==> config.mk <==
export PLATFORM = sky130hd
export DESIGN_NAME = gpio_port
export DESIGN_NICKNAME = d
export VERILOG_FILES = /design/src/rtl/gpio_pkg.sv /design/src/rtl/gpio_in_sync.sv /design/src/rtl/gpio_out_latch.sv /design/src/rtl/gpio_bus_regs.sv /design/src/rtl/gpio_port.sv
export SDC_FILE = /design/constraint.sdc
export NUM_CORES = 1
export LEC_CHECK = 0
export BUFFER_PORTS_ARGS = -buffer_cell sky130_fd_sc_hd__buf_2
export CAP_MARGIN = 25
export CORE_ASPECT_RATIO = 0.5
export CORE_MARGIN = 2
export CORE_UTILIZATION = 55
export CTS_CLUSTER_SIZE = 25
export DETAILED_ROUTE_END_ITERATION = 10
export PLACE_DENSITY = 0.84
export SETUP_SLACK_MARGIN = 0.15
export SYNTH_ARGS = -nofsm -noshare
export SYNTH_HDL_FRONTEND = slang
export SYNTH_SLANG_ARGS = --single-unit
export TNS_END_PERCENT = 100
==> constraint.sdc <==
create_clock -name clk_i -period 1.94 [get_ports clk_i]
set_input_delay 0.388 -clock clk_i [delete_from_list [all_inputs] [get_ports clk_i]]
set_output_delay 0.388 -clock clk_i [all_outputs]
set_load 0.01 [all_outputs]
==> src/rtl/gpio_pkg.sv <==
package gpio_pkg;
  localparam int unsigned REG_W = 16;
  localparam int unsigned BYTE_W = 8;

  typedef enum logic {
    SEL_PORT = 1'b0,
    SEL_ACT  = 1'b1
  } reg_sel_e;

  typedef enum logic [1:0] {
    ACT_LOW  = 2'b00,
    ACT_HIGH = 2'b01,
    ACT_KEEP = 2'b10,
    ACT_INV  = 2'b11
  } pin_act_e;

  function automatic logic apply_act(pin_act_e act, logic cur);
    logic nxt;
    unique case (act)
      ACT_LOW:  nxt = 1'b0;
      ACT_HIGH: nxt = 1'b1;
      ACT_KEEP: nxt = cur;
      default:  nxt = ~cur;
    endcase
    return nxt;
  endfunction
endpackage

==> src/rtl/gpio_in_sync.sv <==
module gpio_in_sync #(
  parameter int unsigned W      = 8,
  parameter int unsigned STAGES = 2
) (
  input  logic         clk_i,
  input  logic         rst_ni,
  input  logic [W-1:0] async_i,
  output logic [W-1:0] sync_o
);
  logic [W-1:0] stage_q [STAGES];

  for (genvar s = 0; s < STAGES; s++) begin : g_stage
    always_ff @(posedge clk_i or negedge rst_ni) begin
      if (!rst_ni) stage_q[s] <= '0;
      else if (s == 0) stage_q[s] <= async_i;
      else stage_q[s] <= stage_q[(s == 0) ? 0 : s-1];
    end
  end

  assign sync_o = stage_q[STAGES-1];
endmodule

==> src/rtl/gpio_out_latch.sv <==
module gpio_out_latch
  import gpio_pkg::*;
#(
  parameter int unsigned W = 8
) (
  input  logic         clk_i,
  input  logic         rst_ni,
  input  logic         act_stb_i,
  input  logic [W-1:0] sel_i,
  input  logic [W-1:0] opd_i,
  input  logic [W-1:0] dir_i,
  output logic [W-1:0] lat_o
);
  for (genvar p = 0; p < W; p++) begin : g_pin
    logic     lat_q;
    pin_act_e act;
    assign act = pin_act_e'({sel_i[p], opd_i[p]});

    // input pins keep their latch so a later return to output restores it
    always_ff @(posedge clk_i or negedge rst_ni) begin
      if (!rst_ni) lat_q <= 1'b0;
      else if (act_stb_i && dir_i[p]) lat_q <= apply_act(act, lat_q);
    end

    assign lat_o[p] = lat_q;
  end
endmodule

==> src/rtl/gpio_bus_regs.sv <==
module gpio_bus_regs
  import gpio_pkg::*;
#(
  parameter int unsigned W = 8
) (
  input  logic             clk_i,
  input  logic             rst_ni,
  input  logic             we_i,
  input  logic             re_i,
  input  logic             addr_i,
  input  logic [REG_W-1:0] wdata_i,
  input  logic [W-1:0]     level_i,
  output logic [REG_W-1:0] rdata_o,
  output logic [W-1:0]     dir_o,
  output logic [W-1:0]     sel_o,
  output logic [W-1:0]     opd_o,
  output logic             act_stb_o
);
  localparam int unsigned HI = BYTE_W;

  reg_sel_e     sel_reg;
  logic [W-1:0] dir_q, sel_q, opd_q;
  logic         wr_port, wr_act;

  assign sel_reg = reg_sel_e'(addr_i);
  assign wr_port = we_i && (sel_reg == SEL_PORT);
  assign wr_act  = we_i && (sel_reg == SEL_ACT);

  always_ff @(posedge clk_i or negedge rst_ni) begin
    if (!rst_ni) dir_q <= '0;
    else if (wr_port) dir_q <= wdata_i[HI +: W];
  end

  always_ff @(posedge clk_i or negedge rst_ni) begin
    if (!rst_ni) begin
      sel_q <= '0;
      opd_q <= '0;
    end else if (wr_act) begin
      sel_q <= wdata_i[HI +: W];
      opd_q <= wdata_i[0 +: W];
    end
  end

  always_comb begin
    rdata_o = '0;
    if (re_i) begin
      if (sel_reg == SEL_PORT) begin
        rdata_o[HI +: W] = dir_q;
        rdata_o[0 +: W]  = level_i;
      end else begin
        rdata_o[HI +: W] = sel_q;
        rdata_o[0 +: W]  = opd_q;
      end
    end
  end

  // action decoded from the bus word itself, applied on this edge
  assign dir_o     = dir_q;
  assign sel_o     = wdata_i[HI +: W];
  assign opd_o     = wdata_i[0 +: W];
  assign act_stb_o = wr_act;
endmodule

==> src/rtl/gpio_port.sv <==
module gpio_port
  import gpio_pkg::*;
#(
  parameter int unsigned W          = 8,
  parameter int unsigned SYNC_DEPTH = 2
) (
  input  logic         clk_i,
  input  logic         rst_ni,
  input  logic         we_i,
  input  logic         re_i,
  input  logic         addr_i,
  input  logic [15:0]  wdata_i,
  output logic [15:0]  rdata_o,
  input  logic [W-1:0] pad_i,
  output logic [W-1:0] pad_o,
  output logic [W-1:0] pad_oe_o
);
  logic [W-1:0] dir, sel, opd, lat, pad_sync, level;
  logic         act_stb;

  gpio_in_sync #(.W(W), .STAGES(SYNC_DEPTH)) u_sync (
    .clk_i   (clk_i),
    .rst_ni  (rst_ni),
    .async_i (pad_i),
    .sync_o  (pad_sync)
  );

  gpio_bus_regs #(.W(W)) u_regs (
    .clk_i     (clk_i),
    .rst_ni    (rst_ni),
    .we_i      (we_i),
    .re_i      (re_i),
    .addr_i    (addr_i),
    .wdata_i   (wdata_i),
    .level_i   (level),
    .rdata_o   (rdata_o),
    .dir_o     (dir),
    .sel_o     (sel),
    .opd_o     (opd),
    .act_stb_o (act_stb)
  );

  gpio_out_latch #(.W(W)) u_lat (
    .clk_i     (clk_i),
    .rst_ni    (rst_ni),
    .act_stb_i (act_stb),
    .sel_i     (sel),
    .opd_i     (opd),
    .dir_i     (dir),
    .lat_o     (lat)
  );

  assign level    = (dir & lat) | (~dir & pad_sync);
  assign pad_o    = lat;
  assign pad_oe_o = dir;
endmodule

# Yosys cells after proc, flatten, opt, wreduce, memory -nomap -nowiden
# Cells that the tools add are included.
# classes
n_mul	0
magnitude_cmp	0
div	0
shifts	0
eq_ne	16
mux	10
reduce_logical	26
n_bitwise	21
addsub	0
# ops
cell	count
$mux W16	2
$pmux W1 S3	8
$not A1 Y1	17
$and A8 B8 Y8	2
$eq A2 B1 Y1 const B	8
$eq A2 B2 Y1 const B	8
$logic_not A2 Y1	8
$reduce_and A2 Y1	8
$logic_and A1 B1 Y1	10
$not A8 Y8	1
$or A8 B8 Y8	1
# totals
wordCells	86
romBits	0
latchBits	0
ff_bits	48
n_memories	0
in_bits	29
ram_bits	0
out_inout_bits	32

# Depth between registers and ports, before layout
# Gate-level depths: netlist (run 1).
# depth
depth_word	5
mapped_depth	6
mapped_depth_nobuf	3

# Cells and area by module
# Synthesis (run 1) repeated with hierarchy kept, for this count alone.
# hier_totals
hier_cells	194
hier_area_um2	2524.9
# modules_own_cells
module	cells_each	area_per_inst_um2	n_inst	seq_area_each_um2
gpio_bus_regs	104	1347.5	1	600.6
gpio_out_latch	58	596.8	1	200.2
gpio_in_sync	24	460.4	1	400.4
gpio_port	8	120.1	1	0.0

# Worst setup path after synthesis (run 1)
# No wires, ideal clock.
# synth_path
kind	input -> output
startpoint	input port addr_i
endpoint	output port rdata_o[6]
stages	5
required_ps	1552
t_arrival_ps	1016
setup_slack_ps	536
path_buffers	2
path_cell_list	buf_6 -> clkbuf_1 -> nand2_1 -> o21ai_0 -> and2_1
# synth_between
elab_chain_len	2
# synth_lines
item	line	rtl
start, declared	gpio_port.sv:11	input logic addr_i,
$mux W16	gpio_bus_regs.sv:47	if (sel_reg == SEL_PORT) begin
$mux W16	gpio_bus_regs.sv:46	if (re_i) begin
end, declared	gpio_port.sv:13	output logic [15:0] rdata_o,
# Every way passes these cells.

# Final worst setup path (run 1)
# layout_path
startpoint	register u_regs.dir_q[0] (netlist: u_regs.dir_o[0])
endpoint	output port rdata_o[0]
# layout_between
elab_chain_len	5
word_cells_on_any_way	6
cone_classes	mux (2); bitwise (4)
# layout_lines
item	line	rtl
start, declared	gpio_bus_regs.sv:22	logic [W-1:0] dir_q, sel_q, opd_q;
start signal, assigned	gpio_bus_regs.sv:31	else if (wr_port) dir_q <= wdata_i[HI +: W];
$not A8 Y8	gpio_port.sv:53	assign level = (dir & lat) | (~dir & pad_sync);
$and A8 B8 Y8	gpio_port.sv:53	
$or A8 B8 Y8 (*)	gpio_port.sv:53	
$mux W16 (*)	gpio_bus_regs.sv:47	
$mux W16 (*)	gpio_bus_regs.sv:46	
# Mark *: on every way between the ends. The rest lies on a longest branch, timed or not.

==> metrics.txt, run 1 <==
nets@finish=289; GP Congestion=0.7886; syn nets=234; metal1 wirelength=1926 microns; DR WL met3=211 microns; pre-CTS setup slack=0.4427 ns; CP arrival=1.30 ns; total power=0.002414 W; RSZ-0062 raised after global routing=no; # setup viols final=0; CP max FO=6; share of cells above drive strength 1=33.85%; fmax=591.2 MHz; largest net degree at the start of global routing=49; worst hold slack=0.1587 ns; DRC=0; Die ar.=4399 sq um; sw frac=28.98%; post-placement cell area=2420 sq um; PortBufs=60; setup TNS=0 ns; Routed Antenna Nets=0; startpoint types=register; max_cap viols=0; Final Cell Area=2525 sq um; Reg power frac=52.5%; Inserted Clock Buffers=5; Layout fillers=290; Peak supply drop=0.5198 mV; Layout area overhead=19.06%; Internal Power=0.001715 W; Post-Syn Area=2121 sq um; vias in the first global route=1,489; mean post-synth cell area=10.35 sq um; share of Yosys cell area claimed by the top area cell type=56.64%; drt pass-1 iters=6; relative slew slack=60.52%; Final Hold Vio Count=0; DP HPWL=2875 microns; max layer used=met4; drt via density=5.238; crit-path cells=mux2i_1, o21ai_0, and2_1, buf_2; Crit Path Category=reg2out; slew at the pin closest to its max-slew limit=0.5922 ns; global route overflow=0; Clock Tree Root=clkbuf_8; share of total power in combinational logic=21.7%; final period utilization=87.19%; # Post-CTS Setup Buffers=0; IO Pins=61; Starting Density=59.47%; Slew Limit Fails=0; Ys Warns=0; Clk pin slew, worst setup/hold paths=0.08 ns; H-tree depth=2; global-route wire length before repair=6610 microns; CP Capture Type=output pin; routed wire length=4124 microns; CP max-delay cell=dfrtp_1; synth unique cells=13; ant diodes=0; met2 routed WL=1915 microns; outcome=completed; antenna violations before repair=0; Die Span X=91.82 microns; top cells by area, synth=dfrtp_1 57%, nand2_1 10%, mux2i_1 7.6%; fin crit period=1.692 ns; row count=15; HP Class=in2async; Bufs on Longest Clock Path=2; clock power share=25.8%; FF+latch count, synth=48; CP peak stage delay=0.44 ns; TritonCTS clock tree=yes; clock latency on the worst-skew pair=0.29 ns; NetSw=0.0006996 W; Die Y=47.91 microns; CP Buf/Inv Count=1; sequential area share after synthesis=56.64%; commonest non-fill, non-tap cell in the layout=buf_2; core region area=3566 sq um; Largest delay share family, worst path=flip-flops; most frequent cells in the layout=60 x buf_2, 57 x nand2_1, 41 x dfrtp_1; post-route setup slack=0.2485 ns; initial DRC count=115; Worst Clk Skew=0.002835 ns; clock net sink count=48; routed vias=1,629; wire length per cell=13.26 microns; CP required=1.55 ns; PwrDens=956.2 nW/um^2; leakage=1.274 nW; Syn Inst Count=205; post-synth top area cell=dfrtp_1; Total GRT Usage=20.32%
cells in the mapped netlist (all sizes together):
cell and count:
and2 9, buf 16, a31oi 16, nor2b 9
clkbuf 2, dfrtp 48, mux2 8, mux2i 16
o21ai 16, nand3 8, nand2 57
routing by layer:
metal,track usage [%],up-vias
met2,35.74,37
met4,9.254,0
li1,-,795
met1,24.44,788
met3,6.299,9
met5,0,-
what timing repair did:
action / 4_1_cts / 5_1_grt
hold buffers: 0 / 0
resized for setup: 0 / 7
setup endpoints to repair: 0 / 7
hold endpoints to repair: 0 / 0
worst paths after layout:
path / depth (start not counted) / startpoint / end / slack [ns]
max: 4 / u_regs.dir_o[0] / rdata_o[0] / 0.25
min: 2 / rst_ni / u_sync.stage_q[15] / 0.16
max reg2reg: 1 / u_regs.dir_o[3] / u_regs.dir_o[3] / 1.11
min reg2reg: 0 / u_sync.stage_q[8] / u_sync.sync_o[0] / 0.35
max in group asynchronous: 2 / rst_ni / u_regs.dir_o[6] / 1.33
min in group clk_i: 1 / pad_i[0] / u_sync.stage_q[8] / 0.19
registers in the layout, summed over array words and instances, names as in the netlist:
signal / cells
u_lat.g_pin.lat_q: 8
u_regs.dir_o: 8
u_regs.opd_q: 8
u_regs.sel_q: 8
u_sync.sync_o: 8
u_sync.stage_q: 8
power by group through the flow:
stage	Sequential, W	Clock, W	Combinational, W
finish	0.00127	0.000622	0.000524
floorplan	0.00127	0	0.000380
global placement	0.00127	0	0.000511
global route	0.00129	0.000685	0.000588
detailed placement	0.00128	0	0.000530
CTS	0.00126	0.000646	0.000532
cells by family (layout without fill, tap and decap cells):
kind of cell           count (synthesis)  count (layout)  synth area share, %
AOI/OAI and AO/OA                     32              32                8.496
and+or+nand+nor                       83              83                17.29
buffers and inverters                 18              73                5.781
muxes                                 24              24                11.80
DFF                                   48              48                56.64
metrics by stage:
step	instances	util, %
after global routing	311	70.81
after CTS	311	70.56
after floorplan	205	-
after global placement	304	67.86
final	311	70.81
after detailed placement	304	67.86
cell type report:
class / count / area [sq um] / share of cell area, %
well taps: 51 / 63.81 / 2.527
clock buffers: 7 / 96.34 / 3.816
repair buffers: 66 / 357.8 / 14.17
multi-input cells: 139 / 797.0 / 31.57
flip-flops and latches: 48 / 1210 / 47.92
(Power assumes the default switching activity.)
==> run 2: changes to the inputs <==
--- a/config.mk
+++ b/config.mk
@@ -9,10 +9,10 @@
 export CAP_MARGIN = 25
 export CORE_ASPECT_RATIO = 0.5
 export CORE_MARGIN = 2
-export CORE_UTILIZATION = 55
+export CORE_UTILIZATION = 51
 export CTS_CLUSTER_SIZE = 25
 export DETAILED_ROUTE_END_ITERATION = 10
-export PLACE_DENSITY = 0.84
+export PLACE_DENSITY = 0.79
 export SETUP_SLACK_MARGIN = 0.15
 export SYNTH_ARGS = -nofsm -noshare
 export SYNTH_HDL_FRONTEND = slang
==> constraint.sdc (replaced) <==
create_clock -name clk_i -period 1.75 [get_ports clk_i]
set_input_delay 0.35 -clock clk_i [delete_from_list [all_inputs] [get_ports clk_i]]
set_output_delay 0.35 -clock clk_i [all_outputs]
set_load 0.01 [all_outputs]
==> metrics.txt, run 2 (synthesis gave the netlist of run 1 again) <==
startpoint types=register; max layer used=met4; Final Hold Vio Count=0 (unchanged); Final Util=66.34% (-4.5 points); Die Span X=95.20 microns (+3.7%); Seq. cell area=1209 sq um (-0.10%); commonest non-fill, non-tap cell in the layout=buf_2; Clk pin slew, worst setup/hold paths=0.08 ns (about the same); Starting Density=53.78% (-5.7 points); Total GRT Usage=19.97% (-0.36 points); ant diodes=0 (unchanged); DRC=0 (unchanged); Slew Limit Fails=0 (unchanged); H-tree depth=2 (unchanged); Clock Tree Root=clkbuf_8; DP HPWL=2820 microns (-1.9%); fmax=616.6 MHz; outcome=completed; largest net degree at the start of global routing=49 (unchanged); post-placement cell area=2429 sq um (+0.36%); CP required=1.40 ns (-0.15 ns); row count=16 (+1); initial DRC count=120 (+4.3%); slew at the pin closest to its max-slew limit=0.5608 ns (-0.03140 ns); metal1 wirelength=1953 microns (+1.4%); hold-fix buffers at CTS=0 (unchanged); relative slew slack=62.52% (+2.0 points); DR WL met3=255 microns (+21%); vias in the first global route=1,597 (+7.3%); routed vias=1,674 (+2.8%); met2 routed WL=2162 microns (+13%); setup TNS=0 ns (unchanged); Crit Path Category=reg2out; clock net sink count=48 (unchanged); Die ar.=4722 sq um (+7.3%); clock latency on the worst-skew pair=0.30 ns (about the same); RSZ-0062 raised after global routing=yes; HP Class=in2async; global-route wire length before repair=7148 microns (+8.1%); CP max FO=4 (-2); antenna violations before repair=0 (unchanged); Layout area overhead=23.36%; Die Y=49.60 microns (+3.5%); drt pass-1 iters=4 (-2); IO Pins=61 (unchanged); Final Cell Area=2616 sq um (+3.6%); max_cap viols=0 (unchanged); core region area=3944 sq um (+11%); # setup viols final=0 (unchanged); PortBufs=60 (unchanged); CP arrival=1.27 ns (-0.03 ns); Layout fillers=325 (+12%); FF-to-FF path depth=3 (+2); Peak supply drop=0.4396 mV (-15%); final period utilization=92.68%; post-route setup slack=0.1281 ns (-0.1204 ns); Bufs on Longest Clock Path=2 (unchanged); pre-CTS setup slack=0.3102 ns (-0.1324 ns); share of cells above drive strength 1=35.56% (+1.7 points); worst hold slack=0.02167 ns (-0.1370 ns); global route overflow=0 (unchanged); Routed Antenna Nets=0 (unchanged); leakage=1.320 nW (+3.7%); Worst Clk Skew=0.006793 ns (+0.003958 ns); wire length per cell=13.56 microns (+2.3%); Inserted Clock Buffers=5 (unchanged); routed wire length=4395 microns (+6.6%); PwrDens=1051 nW/um^2 (+9.9%); fin crit period=1.622 ns; TritonCTS clock tree=yes; nets@finish=298 (+3.1%); area of the multi-input gates=797.0 sq um (unchanged); most frequent cells in the layout=60 x buf_2, 57 x nand2_1, 42 x dfrtp_1; CP Capture Type=output pin; r2r setup slk=0.72 ns (-0.39 ns); GP Congestion=0.7649 (-3.0%); drt via density=5.167 (-1.4%)
==> run 2: cell count changes in the layout (fill, tap and decap cells not counted) <==
cell | before | now
o21ai_1 | 0 | 3
buf_4 | 5 | 10
buf_6 | 0 | 3
clkbuf_8 | 7 | 6
dfrtp_2 | 7 | 6
dfrtp_1 | 41 | 42
o21ai_0 | 16 | 13
clkbuf_1 | 0 | 1
buf_12 | 1 | 2
clkinvlp_4 | 0 | 1
==> run 2: timing repair <==
| item | CTS | global route |
|---|---|---|
| setup endpoints to repair | 8 | 12 |
| gates resized for setup | 6 | 6 |
| buffers inserted | 6 | 4 |
==> run 2: area by class of cell <==
type / instances / area share, %
clock buffer: 7 / 3.300
timing repair buffer: 75 / 17.17
sequential: 48 / 46.20
tap: 54 / 2.582
clock inverter: 1 / 0.2869
multi-input combinational: 139 / 30.46
==> run 2: layer usage <==
layer,track usage [%],up-vias
met1,24.95,810
met5,0,-
li1,-,815
met4,7.246,0
met2,33.80,47
met3,5.046,2
==> run 2: stage by stage <==
stage	cells	total power, W
4_1_cts	320	0.002745
5_1_grt	324	0.002919
2_1_floorplan	205	0.001827
3_5_place_dp	306	0.002013
3_3_place_gp	306	0.001981
6_report	324	0.002750
==> run 2: power breakdown <==
group	switching, W	leakage [nW]	internal (W)
clock	0.000368	0.0445	0.000322
combinational	0.000342	0.712	0.000332
sequential	0.000120	0.564	0.00127
==> run 2: worst paths after layout <==
check / start / endpoint
setup reg to reg: u_regs.dir_o[2] / u_regs.dir_o[2]
setup / recovery: u_regs.dir_o[7] / rdata_o[7]
min in group clk_i: pad_i[5] / u_sync.stage_q[13]
hold reg to reg: u_sync.stage_q[8] / u_sync.sync_o[0]
hold / removal: rst_ni / u_sync.stage_q[15]
max in group asynchronous: rst_ni / u_regs.dir_o[7]
==> run 2: critical path, cell delays in order, from the launching register on <==
cell and delay, ns:
dfrtp_2 0.44, mux2i_1 0.12, o21ai_0 0.13, and2_1 0.15, buf_2 0.13
==> run 3: changes to the inputs <==
==> constraint.sdc (replaced) <==
create_clock -name clk_i -period 1.75 [get_ports clk_i]
set_input_delay 0.175 -clock clk_i [delete_from_list [all_inputs] [get_ports clk_i]]
set_output_delay 0.175 -clock clk_i [all_outputs]
set_load 0.01 [all_outputs]
==> metrics.txt, run 3 (synthesis gave the netlist of run 1 again) <==
Clock Tree Root=clkbuf_8; routed vias=1,664 (-0.60%); Seq. cell area=1206 sq um (-0.21%); Inserted Clock Buffers=5 (unchanged); Clk pin slew, worst setup/hold paths=0.09 ns (about the same); H-tree depth=2 (unchanged); clock latency on the worst-skew pair=0.29 ns (about the same); Bufs on Longest Clock Path=2 (unchanged); Layout fillers=317 (-2.5%); CP Buf/Inv Count=1 (unchanged); max_cap viols=0 (unchanged); slew at the pin closest to its max-slew limit=0.6930 ns (+0.1321 ns); pre-CTS setup slack=0.4436 ns (+0.1334 ns); Layout area overhead=22.89%; wire length per cell=13.51 microns (-0.38%); DP HPWL=3141 microns (+11%); Peak supply drop=0.4788 mV (+8.9%); fin crit period=1.499 ns (-0.1233 ns); Largest delay share family, worst path=flip-flops; post-route non-filler standard cell count=325 (+0.31%); IO Pins=61 (unchanged); hold path depth=3; total power=0.002677 W (-2.6%); commonest non-fill, non-tap cell in the layout=buf_2; Die ar.=4722 sq um (unchanged); Routed Antenna Nets=0 (unchanged); largest net degree at the start of global routing=32 (-35%); core region area=3944 sq um (unchanged); CP Capture Type=output pin; area of the multi-input gates=797.0 sq um (unchanged); row count=16 (unchanged); leakage=1.315 nW (-0.39%); # Post-CTS Setup Buffers=0 (-6); CP required=1.57 ns (+0.17 ns); nets@finish=299 (+0.34%); FF-to-FF path depth=1 (-2); CP max FO=6 (+2); FF-to-FF End=u_regs.dir_o[0]; Slew Limit Fails=0 (unchanged); Die Y=49.60 microns (unchanged); r2r setup slk=0.90 ns (+0.18 ns); Final Hold Vio Count=0 (unchanged); global route overflow=0 (unchanged); Final Util=66.09% (-0.25 points); outcome=completed; routed wire length=4392 microns (about the same); global-route wire length before repair=7134 microns (-0.20%); fmax=667.3 MHz (+8.2%); DRC=0 (unchanged); TritonCTS clock tree=yes; Total GRT Usage=19.50% (-0.47 points); GP Congestion=0.7743 (+1.2%); Crit Path Category=reg2out; drt via density=5.120 (-0.90%); startpoint types=register; PortBufs=60 (unchanged); vias in the first global route=1,594 (-0.19%); hold endpoint=u_regs.sel_q[0]; CP peak stage delay=0.43 ns (about the same); r2r startpoint=u_regs.dir_o[0]; PwrDens=1027 nW/um^2 (-2.3%); most frequent cells in the layout=60 x buf_2, 57 x nand2_1, 44 x dfrtp_1; Starting Density=53.78% (unchanged); final period utilization=85.64% (-7.0 points); RSZ-0062 raised after global routing=no; ant diodes=0 (unchanged); clock net sink count=48 (unchanged); crit-path cells=mux2i_1, o21ai_0, and2_1, buf_2; Die Span X=95.20 microns (unchanged); CP max-delay cell=dfrtp_2; HP Class=in2reg; post-route setup slack=0.2514 ns (+0.1233 ns); HP Start=wdata_i[8]; initial DRC count=84 (-30%); relative slew slack=53.80% (-8.7 points); CP arrival=1.32 ns (+0.05 ns); # setup viols final=0 (unchanged); share of cells above drive strength 1=32.10% (-3.5 points); setup TNS=0 ns (unchanged); drt pass-1 iters=4 (unchanged); antenna violations before repair=0 (unchanged); dpl cells=308 (+0.65%); Worst Clk Skew=0.006001 ns (-0.0007918 ns)
==> run 3: cell count changes in the layout (fill, tap and decap cells not counted), moves of 3 or more <==
cell	before	now
buf_4	10	7
buf_6	3	0
dlygate4sd3_1	0	9
o21ai_0	13	16
o21ai_1	3	0
==> run 3: per-layer routing <==
| metal | share of wire [%] | track usage [%] | vias up | routed length [microns] |
|---|---|---|---|---|
| li1 | - | - | 814 | - |
| met1 | 47 | 24.92 | 808 | 2050 |
| met2 | 49 | 34.27 | 42 | 2143 |
| met3 | 4.5 | 4.128 | 0 | 198 |
| met4 | 0 | 4.348 | 0 | 0 |
| met5 | 0 | 0 | - | 0 |
==> run 3: worst max path at each step <==
stage | from | to | slack (ns) | cells after the start
after floorplan | u_regs.dir_o[2] | rdata_o[2] | 0.70 | 3
after global placement | addr_i | rdata_o[7] | 0.49 | 5
after detailed placement | addr_i | rdata_o[8] | 0.44 | 5
after CTS | u_regs.dir_o[0] | rdata_o[0] | 0.20 | 4
after global routing | u_regs.dir_o[4] | rdata_o[4] | 0.17 | 4
final | u_regs.dir_o[0] | rdata_o[0] | 0.25 | 4
==> run 3: area by class of cell <==
| cell class | count | share of cell area [%] |
|---|---|---|
| Clock buffer | 6 | 3.169 |
| Clock inverter | 2 | 0.3841 |
| Multi-Input combinational cell | 139 | 30.58 |
| Sequential cell | 48 | 46.28 |
| Tap cell | 54 | 2.592 |
| Timing Repair Buffer | 76 | 16.99 |
==> run 3: tightest hold or removal path, delay by kind of cell <==
| kind | cells | cell delay [ns] |
|---|---|---|
| AND/OR/NAND/NOR | 2 | 0.09 |
| buffers and inverters | 1 | 0.10 |
==> run 3: timing repair <==
item	CTS	global route
hold endpoints to repair	37	0
endpoints found under the setup margin	0	4
hold buffers	9	0
gates resized for setup	0	4
==> run 3: through the flow <==
stage | cell area, sq um | hold WS, ns
after floorplan | 2121 | -0.1206
after global placement | 2419 | 0.2461
after detailed placement | 2419 | 0.2591
after CTS | 2601 | 0.1045
after global routing | 2606 | 0.1286
final | 2606 | 0.1091
==> run 3: power by group <==
part           switching, W  internal [W]  total (W)
registers          0.000145       0.00127    0.00141
clock network      0.000350      0.000316   0.000665
logic              0.000309      0.000292   0.000602
